===== config.mk =====
export PLATFORM = sky130hd
export DESIGN_NAME = serial_reg_port
export DESIGN_NICKNAME = d
export VERILOG_FILES = /design/src/rtl/serial_reg_pkg.sv /design/src/rtl/srp_edge.sv /design/src/rtl/srp_ones_det.sv /design/src/rtl/srp_rd_shift.sv /design/src/rtl/serial_reg_port.sv
export SDC_FILE = /design/constraint.sdc
export NUM_CORES = 1
export LEC_CHECK = 0
export BUFFER_PORTS_ARGS = -buffer_cell sky130_fd_sc_hd__buf_2
export CORE_MARGIN = 5
export CORE_UTILIZATION = 60
export CTS_BUF_LIST = sky130_fd_sc_hd__clkbuf_16
export DETAILED_ROUTE_END_ITERATION = 6
export PLACE_DENSITY = 0.82
export SETUP_SLACK_MARGIN = 0.5
export SYNTH_ARGS = -nofsm -noshare
export SYNTH_HDL_FRONTEND = slang
export SYNTH_SLANG_ARGS = --single-unit
export TNS_END_PERCENT = 50

===== constraint.sdc =====
create_clock -name clk_i -period 5.6 [get_ports clk_i]
set_input_delay 1.12 -clock clk_i [delete_from_list [all_inputs] [get_ports clk_i]]
set_output_delay 1.12 -clock clk_i [all_outputs]
set_load 0.01 [all_outputs]

===== src/rtl/serial_reg_pkg.sv =====
package serial_reg_pkg;
  localparam int unsigned BYTE_W = 8;
  localparam int unsigned MID_W  = 16;
  localparam int unsigned WORD_W = 24;
  localparam int unsigned BIT_W  = $clog2(WORD_W);
  localparam int unsigned SEL_W  = 3;
  localparam logic [BYTE_W-1:0] CRD_EXIT = 8'h30;

  typedef enum logic [1:0] {MD_WRITE = 2'b00, MD_READ = 2'b01, MD_CONT = 2'b10, MD_STOP = 2'b11} mode_e;
  typedef enum logic [1:0] {ST_CMD, ST_WR, ST_RD, ST_CRD} state_e;

  typedef struct packed {
    logic             wen_n;
    logic             rsv6;
    mode_e            mode;
    logic             rsv3;
    logic [SEL_W-1:0] sel;
  } cmd_t;

  function automatic logic [BIT_W-1:0] last_bit(logic [1:0] sz);
    case (sz)
      2'd0:    return BIT_W'(BYTE_W - 1);
      2'd1:    return BIT_W'(MID_W - 1);
      default: return BIT_W'(WORD_W - 1);
    endcase
  endfunction
endpackage


===== src/rtl/srp_edge.sv =====
module srp_edge (
  input  logic clk_i,
  input  logic rst_ni,
  input  logic sclk_i,
  input  logic cs_ni,
  input  logic pol_i,
  output logic sample_o,
  output logic launch_o
);
  logic sclk_q, arm_q, rise, fall;

  always_ff @(posedge clk_i or negedge rst_ni) begin
    if (!rst_ni) begin
      sclk_q <= 1'b0;
      arm_q  <= 1'b0;
    end else begin
      sclk_q <= sclk_i;
      arm_q  <= 1'b1;
    end
  end

  // arm_q masks the false edge right after reset when the clock idles high
  assign rise     = arm_q & sclk_i & ~sclk_q;
  assign fall     = arm_q & ~sclk_i & sclk_q;
  assign sample_o = ~cs_ni & (pol_i ? rise : fall);
  assign launch_o = ~cs_ni & (pol_i ? fall : rise);
endmodule


===== src/rtl/srp_ones_det.sv =====
module srp_ones_det #(
  parameter int unsigned ONES_RST = 32
) (
  input  logic clk_i,
  input  logic rst_ni,
  input  logic sample_i,
  input  logic din_i,
  output logic hit_o
);
  localparam int unsigned CW = $clog2(ONES_RST + 1);
  logic [CW-1:0] cnt_q;

  assign hit_o = sample_i & din_i & (cnt_q == CW'(ONES_RST - 1));

  always_ff @(posedge clk_i or negedge rst_ni) begin
    if (!rst_ni)                 cnt_q <= '0;
    else if (sample_i) begin
      if (!din_i || hit_o)       cnt_q <= '0;
      else                       cnt_q <= cnt_q + 1'b1;
    end
  end
endmodule


===== src/rtl/srp_rd_shift.sv =====
module srp_rd_shift import serial_reg_pkg::*; (
  input  logic              clk_i,
  input  logic              rst_ni,
  input  logic              clear_i,
  input  logic              load_i,
  input  logic              shift_i,
  input  logic [1:0]        size_i,
  input  logic [WORD_W-1:0] rdata_i,
  output logic              dout_o
);
  logic [WORD_W-1:0] sr_q, aligned;

  always_comb begin
    case (size_i)
      2'd0:    aligned = {rdata_i[BYTE_W-1:0], {(WORD_W-BYTE_W){1'b0}}};
      2'd1:    aligned = {rdata_i[MID_W-1:0], {(WORD_W-MID_W){1'b0}}};
      default: aligned = rdata_i;
    endcase
  end

  always_ff @(posedge clk_i or negedge rst_ni) begin
    if (!rst_ni) begin
      sr_q   <= '0;
      dout_o <= 1'b0;
    end else begin
      if (clear_i) dout_o <= 1'b0;
      if (load_i) sr_q <= aligned;
      else if (shift_i) begin
        dout_o <= sr_q[WORD_W-1];
        sr_q   <= {sr_q[WORD_W-2:0], 1'b0};
      end
    end
  end
endmodule


===== src/rtl/serial_reg_port.sv =====
module serial_reg_port import serial_reg_pkg::*; #(
  parameter int unsigned ONES_RST = 32,
  parameter int unsigned RO_SEL   = 1
) (
  input  logic              clk_i,
  input  logic              rst_ni,
  input  logic              sclk_i,
  input  logic              cs_ni,
  input  logic              din_i,
  input  logic              pol_i,
  output logic              dout_o,
  output logic [SEL_W-1:0]  reg_sel_o,
  output logic              reg_wr_o,
  output logic [WORD_W-1:0] reg_wdata_o,
  input  logic [WORD_W-1:0] reg_rdata_i,
  input  logic [1:0]        reg_size_i,
  output logic              soft_rst_o
);
  state_e             state_q;
  logic [BIT_W-1:0]   bit_q;
  logic [BYTE_W-2:0]  cmd_q, mon_q;
  logic [WORD_W-2:0]  wacc_q;
  logic [SEL_W-1:0]   sel_q;
  logic [WORD_W-1:0]  wdata_q;
  logic               ld_q, wstb_q, srst_q;
  logic               sample, launch, ones_hit;
  cmd_t               cmd_w;
  logic               cmd_ok, at_end, mon_exit, reload, rd_active;

  srp_edge i_edge (
    .clk_i, .rst_ni, .sclk_i, .cs_ni, .pol_i,
    .sample_o(sample), .launch_o(launch)
  );

  srp_ones_det #(.ONES_RST(ONES_RST)) i_ones (
    .clk_i, .rst_ni, .sample_i(sample), .din_i, .hit_o(ones_hit)
  );

  assign cmd_w     = cmd_t'({cmd_q, din_i});
  assign cmd_ok    = ~cmd_w.wen_n & ~cmd_w.rsv6 & ~cmd_w.rsv3;
  assign at_end    = (bit_q == last_bit(reg_size_i));
  assign mon_exit  = ({mon_q, din_i} == CRD_EXIT);
  assign rd_active = (state_q == ST_RD) || (state_q == ST_CRD);
  assign reload    = sample & ~ones_hit & (state_q == ST_CRD) & at_end & ~mon_exit;

  srp_rd_shift i_rd (
    .clk_i, .rst_ni,
    .clear_i(state_q == ST_CMD),
    .load_i (ld_q | reload),
    .shift_i(launch & rd_active),
    .size_i (reg_size_i),
    .rdata_i(reg_rdata_i),
    .dout_o
  );

  always_ff @(posedge clk_i or negedge rst_ni) begin
    if (!rst_ni) begin
      state_q <= ST_CMD;
      bit_q   <= '0;
      cmd_q   <= '0;
      mon_q   <= '0;
      wacc_q  <= '0;
      sel_q   <= '0;
      wdata_q <= '0;
      ld_q    <= 1'b0;
      wstb_q  <= 1'b0;
      srst_q  <= 1'b0;
    end else begin
      ld_q   <= 1'b0;
      wstb_q <= 1'b0;
      srst_q <= 1'b0;
      if (ones_hit) begin
        state_q <= ST_CMD;
        bit_q   <= '0;
        srst_q  <= 1'b1;
      end else if (sample) begin
        case (state_q)
          ST_CMD: begin
            // a 1 in the start position stalls the byte
            if (!(bit_q == '0 && din_i)) begin
              if (bit_q == BIT_W'(BYTE_W - 1)) begin
                bit_q <= '0;
                if (cmd_ok) begin
                  case (cmd_w.mode)
                    MD_WRITE: begin sel_q <= cmd_w.sel; wacc_q <= '0; state_q <= ST_WR; end
                    MD_READ:  begin sel_q <= cmd_w.sel; ld_q <= 1'b1; state_q <= ST_RD; end
                    MD_CONT:  begin sel_q <= cmd_w.sel; ld_q <= 1'b1; mon_q <= '0; state_q <= ST_CRD; end
                    default:  ;
                  endcase
                end
              end else begin
                cmd_q <= {cmd_q[BYTE_W-3:0], din_i};
                bit_q <= bit_q + 1'b1;
              end
            end
          end
          ST_WR: begin
            wacc_q <= {wacc_q[WORD_W-3:0], din_i};
            if (at_end) begin
              bit_q   <= '0;
              state_q <= ST_CMD;
              if (sel_q != SEL_W'(RO_SEL)) begin
                wstb_q  <= 1'b1;
                wdata_q <= {wacc_q, din_i};
              end
            end else bit_q <= bit_q + 1'b1;
          end
          ST_RD: begin
            if (at_end) begin
              bit_q   <= '0;
              state_q <= ST_CMD;
            end else bit_q <= bit_q + 1'b1;
          end
          ST_CRD: begin
            mon_q <= {mon_q[BYTE_W-3:0], din_i};
            if (at_end) begin
              bit_q <= '0;
              mon_q <= '0;
              if (mon_exit) state_q <= ST_CMD;
            end else bit_q <= bit_q + 1'b1;
          end
          default: state_q <= ST_CMD;
        endcase
      end
    end
  end

  assign reg_sel_o   = sel_q;
  assign reg_wr_o    = wstb_q;
  assign reg_wdata_o = wdata_q;
  assign soft_rst_o  = srst_q;
endmodule


**Yosys cells after proc, flatten, opt, wreduce, memory -nomap -nowiden**

Index checks and enable logic that the tools add are counted.

- Add/sub/neg operators: 2
- Multiplexer cells: 50
- Reduce and logical (&&, ||, !) cells: 23
- Bitwise gates (word level): 26
- Equal/unequal tests: 23

Operators with widths:

| kind | number |
|---|---|
| $mux 23 | 4 |
| $mux 24 | 2 |
| $pmux 24 s2 | 1 |
| $pmux 23 s2 | 1 |
| $mux 7 | 5 |
| $mux 5 | 5 |
| $reduce_and 7->1 | 3 |
| $pmux 5 s2 | 2 |
| $mux 1 | 18 |
| $mux 2 | 8 |
| $and 1x1->1 | 15 |
| $pmux 7 s2 | 1 |
| $pmux 2 s3 | 2 |
| $ne 2x2->1 const B | 5 |
| $not 1->1 | 10 |
| $reduce_and 5->1 | 2 |
| $ne 3x3->1 const B | 3 |
| $eq 8x6->1 const B | 1 |
| $reduce_and 8->1 | 1 |
| $reduce_bool 2->1 | 4 |
| $add 6x1->6 const B | 1 |
| $eq 2x1->1 const B | 3 |
| $eq 2x2->1 const B | 3 |
| $eq 6x5->1 const B | 1 |
| other kinds (16) | 23 |

- Output and inout bits: 30
- Register bits: 107
- Word-level logic and storage cells: 139
- Input bits: 32

**Logic depth before layout (Yosys ltp)**

- Depth after elaboration: 14
- Depth in mapped cells: 8

**Cells and area by module**

From an unflattened synthesis, not the netlist that was laid out.

- Cells, all modules: 424
- Area, all modules: 5186.2 um2

Modules (own cells, without submodules):

| module | sequential area each (um2) | area each (um2) | cells an instance | times used |
|---|---|---|---|---|
| serial_reg_port | 1851.8 | 3355.7 | 246 | 1 |
| srp_rd_shift | 625.6 | 1365.1 | 130 | 1 |
| srp_ones_det | 150.1 | 362.8 | 38 | 1 |
| srp_edge | 50.0 | 102.6 | 10 | 1 |

**Least setup slack after synthesis**

No wires, ideal clock.

- Path kind: input-to-reg
- Start: input port reg_size_i[1]
- End: register wdata_q[10] (netlist: reg_wdata_o[10])
- Required time: 5.473 ns
- Path buffers: 2
- Arrival: 2.732 ns
- Stages on the path: 6
- Slack: 2.741 ns
- Setup time: 0.127 ns
- Cells stage by stage: clkbuf_1 -> nor4bb_1 -> a22oi_1 -> a2111oi_4 -> buf_6 -> mux2_1

- Word-level cells in the longest chain between the ends: 4
- Elaborated cells on any way between the ends: 5

RTL lines:

| what | RTL line | source |
|---|---|---|
| from (decl) | serial_reg_port.sv:16 | `input logic [1:0] reg_size_i,` |
| $eq 2x1->1 / $logic_not 2->1 (equally long branches) | serial_reg_pkg.sv:21 | `case (sz)` |
| $pmux 5 s2 * | serial_reg_pkg.sv:21 |  |
| $eq 5x5->1 * | serial_reg_port.sv:41 | `assign at_end = (bit_q == last_bit(reg_size_i));` |
| $reduce_and 5->1 (no line) * | n/a |  |
| to (signal assigned) | serial_reg_port.sv:104 | `wdata_q <= {wacc_q, din_i};` |
| to (decl) | serial_reg_port.sv:24 | `logic [WORD_W-1:0] wdata_q;` |

Mark *: on every way between the ends. The rest lies on a longest branch, timed or not.
A chain may end at the register's enable or synchronous reset.

**Worst setup path in the final report**

- Start: input port reg_size_i[1]
- End: register i_rd.sr_q[1]

- Word-level cells in the longest chain between the ends: 7
- Elaborated cells on any way between the ends: 10

RTL lines:

| what | RTL line | source |
|---|---|---|
| $eq 2x1->1 / $logic_not 2->1 (equally long branches) | serial_reg_pkg.sv:21, srp_rd_shift.sv:14 |  |
| $pmux 5 s2 | serial_reg_pkg.sv:21 |  |
| $eq 5x5->1 | serial_reg_port.sv:41 |  |
| $and 1x1->1 (2 in a row) | serial_reg_port.sv:44 | `assign reload = sample & ~ones_hit & (state_q == ST_CRD) & at_end & ~mon_exit;` |
| $or 1x1->1 | serial_reg_port.sv:49 | `.load_i (ld_q \| reload),` |
| $mux 24 / $reduce_bool 2->1 (equally long branches) | n/a |  |
| to (signal assigned) | srp_rd_shift.sv:27 | `if (load_i) sr_q <= aligned;` |
| to (signal assigned) | srp_rd_shift.sv:30 | `sr_q <= {sr_q[WORD_W-2:0], 1'b0};` |
| to (decl) | srp_rd_shift.sv:11 | `logic [WORD_W-1:0] sr_q, aligned;` |

Several ways; a longest one is shown, not always the timed one.

==> reports/results.ini <==
[outcome]
status=finished clean

[synth]
ys_ff_latch=107
synth_area_um2=4980
syn_inst=413
ys_seq_area_share_pct=53.8
avgSynthCellArea_um2=12.1
netlist_top_cells_area=dfrtp_1, mux2i_1, mux2_2
ys_types=47
synth_top_cell_area_share_pct=53.8
ys_warn_count=0
synth_nets=456
yosys.area.top_type=dfrtp_1

[pwr]
p_comb_share_pct=11.9
swShare_pct=26.8
pwr-share-seq_pct=50.2
clockPowerShare_pct=37.9
intPower_mw=1.27
finalPower_mw=1.73
ir_drop_uv=195
leakage_nw=2.77
power_density_nw_per_um2=307
p_switching_uw=464

[global_route]
grt_pass1_vias=3616
grt_pass1_wl_um=17300
antenna_found_initial=0
grt_max_degree=56
grt_overflow=0
grt_util_all_layers_pct=21.3

[sta]
worst_pin_slew_ps=943
grt_setup_unrepaired=no
min_period_over_period_pct=57.0
drv_slew=0
fmax_mhz=313
fin_skew_ps=9.54
fin_crit_ps=3190
setup_viol=0
relSlewSlack_pct=37.2
hold_violations=0
setup_tns_ps=0

[critical_path]
cp.buffers_inverters=2
cp_max_fo=48
criticalPathCategory=input pin to flip-flop
critPathTopFamily=compound AO/OA/AOI/OAI gates
crit-reg2reg-launch=bit_q[0]
crit_required_ps=5870
crit_chain=buf_2, nor4bb_1, a22oi_1, o41a_1, buf_4, a21oi_1, a21oi_1
critPathMostFrequentCell=a21oi_1
arrival_ps=3460
worst_setup_path_end_kind=flip-flop
slowest_delay_ps=780
crit_slowest_cell=a22oi_1
worst_setup_path_start_kind=input pin
critPathLaunch=reg_size_i[1]

[cells_and_area]
layout-drive-gt1-share_pct=23.8
antenna_cells=0
final_common_cell=dfrtp_1
final_nets=508
final_cell_mix=dfrtp_1, buf_2, mux2i_1
fillCellCount=584
synthToLayoutAreaGrowth_pct=13.5

[die]
dieArea_um2=10200
ios=62
core-area_um2=8130
start_util_pct=61.2
std_cell_rows=33
dieHeight_um=101
die_width_um=101

[clock_network]
cts_tree=done
cts_hold_buf=0
cts_max_level=3
clockBufferDepth=2
cts.sinks=107
numCtsBuffers=9
cts_root_buffer=clkbuf_16
cts_resized=0
clkLatencyLatePin_ps=350
postCtsSetupRepairBufs=0
cts.clk_slew.worst_paths_ps=80

[routing]
via_per_inst=6.08
ant_nets=0
wl_um=10300
routed-via-count=3495
route.detailed.drc=0
post_drt_wl_per_cell_um=18.0
drt_iter0_drc=174
dr.pass1.iters=4

[worst_hold_path]
hp-start=reg_wdata_o[8]
hp-class=flip-flop to flip-flop

[placed_design]
place_hpwl_um=6760
port_buffers=61
gp_congestion=0.803

[job]
cap_viol_max_count=0

[metal layers]
metal | global-route usage, % | wire length (um) | vias to the layer above
met5 | 0 | 0 | -
met2 | 36.0 | 5210 | 101
li1 | - | - | 1623
met4 | 6.85 | 170 | 0
met1 | 27.6 | 4470 | 1755
met3 | 4.36 | 472 | 16
[power groups by stage]
stage / Sequential (mW) / Combinational (mW) / Clock (mW)
2_1_floorplan: 0.870 / 0.139 / 0
3_3_place_gp: 0.879 / 0.190 / 0
3_5_place_dp: 0.885 / 0.203 / 0
4_1_cts: 0.870 / 0.205 / 0.662
5_1_grt: 0.878 / 0.229 / 0.692
6_report: 0.871 / 0.206 / 0.657
[cell type report]
type                    count  area, um2  share of cell area (%)
well taps                 105        131                    2.33
flip-flops and latches    107       2680                    47.4
clock buffers               9        225                    3.99
repair buffers             66        345                    6.11
multi-input cells         269       2140                    37.9
clock inverters             7       86.3                    1.53
inverters                  12       45.0                   0.797
[cell families (layout without fill, tap and decap cells)]
group,Yosys count,after routing,synth area share [%]
compound gates,102,102,14.7
xor+xnor,1,1,0.176
fa+ha+maj,11,11,2.77
buf+inv,37,94,3.34
flops,107,107,53.8
mux,78,78,16.8
other cells,1,1,0.0753
simple gates,76,76,8.42
[path summary, 6_finish.rpt]
path	end	slack, ps	depth (start not counted)
setup / recovery	i_rd.sr_q[1]	2410	7
hold / removal	reg_wdata_o[8]	480	1
setup reg to reg	i_rd.sr_q[1]	2940	7
hold reg to reg	reg_wdata_o[8]	480	1
max in group asynchronous	mon_q[6]	3630	2
min in group asynchronous	i_edge.sclk_q	800	1
[per-stage QoR]
step / setup WS (ps) / util, % / hold WS (ps) / cell area (um2) / instances
finish: 2410 / 69.5 / 483 / 5650 / 575
global route: 2220 / 69.5 / 501 / 5650 / 575
CTS: 2450 / 69.5 / 486 / 5650 / 575
detailed placement: 2140 / 65.6 / 469 / 5340 / 559
global placement: 2200 / 65.6 / 462 / 5340 / 559
floorplan: 2740 / - / 461 / 4980 / 413
[registers in the layout, indices dropped and copies added, names as in the netlist]
name	count
mon_q	7
bit_q	5
soft_rst_o	1
i_rd.sr_q	24
i_edge.sclk_q	1
i_edge.arm_q	1
state_q	2
wacc_q	23
ld_q	1
reg_wdata_o	24
reg_sel_o	3
i_ones.cnt_q	6
i_rd.dout_o	1
cmd_q	7
reg_wr_o	1
[cell usage after synthesis, drive strengths merged]
library cell,n
dfrtp,107
mux2,43
mux2i,35
a21oi,34
a22o,28
nand2,18
nor2,15
buf,13
clkbuf,12
inv,12
o21ai,12
ha,11
a211oi,9
a221oi,8
and3,8
nand3,7
nor3,5
nor2b,4
nor4,4
nand3b,3
nand4,3
a21o,2
a2bb2oi,2
o21a,2
or3,2
a2111oi,1
a211o,1
a22oi,1
a41o,1
and2,1
and3b,1
and4b,1
and4bb,1
conb,1
nor3b,1
nor4b,1
nor4bb,1
o41a,1
xnor2,1
No activity file was read; power rests on OpenSTA's default activity.
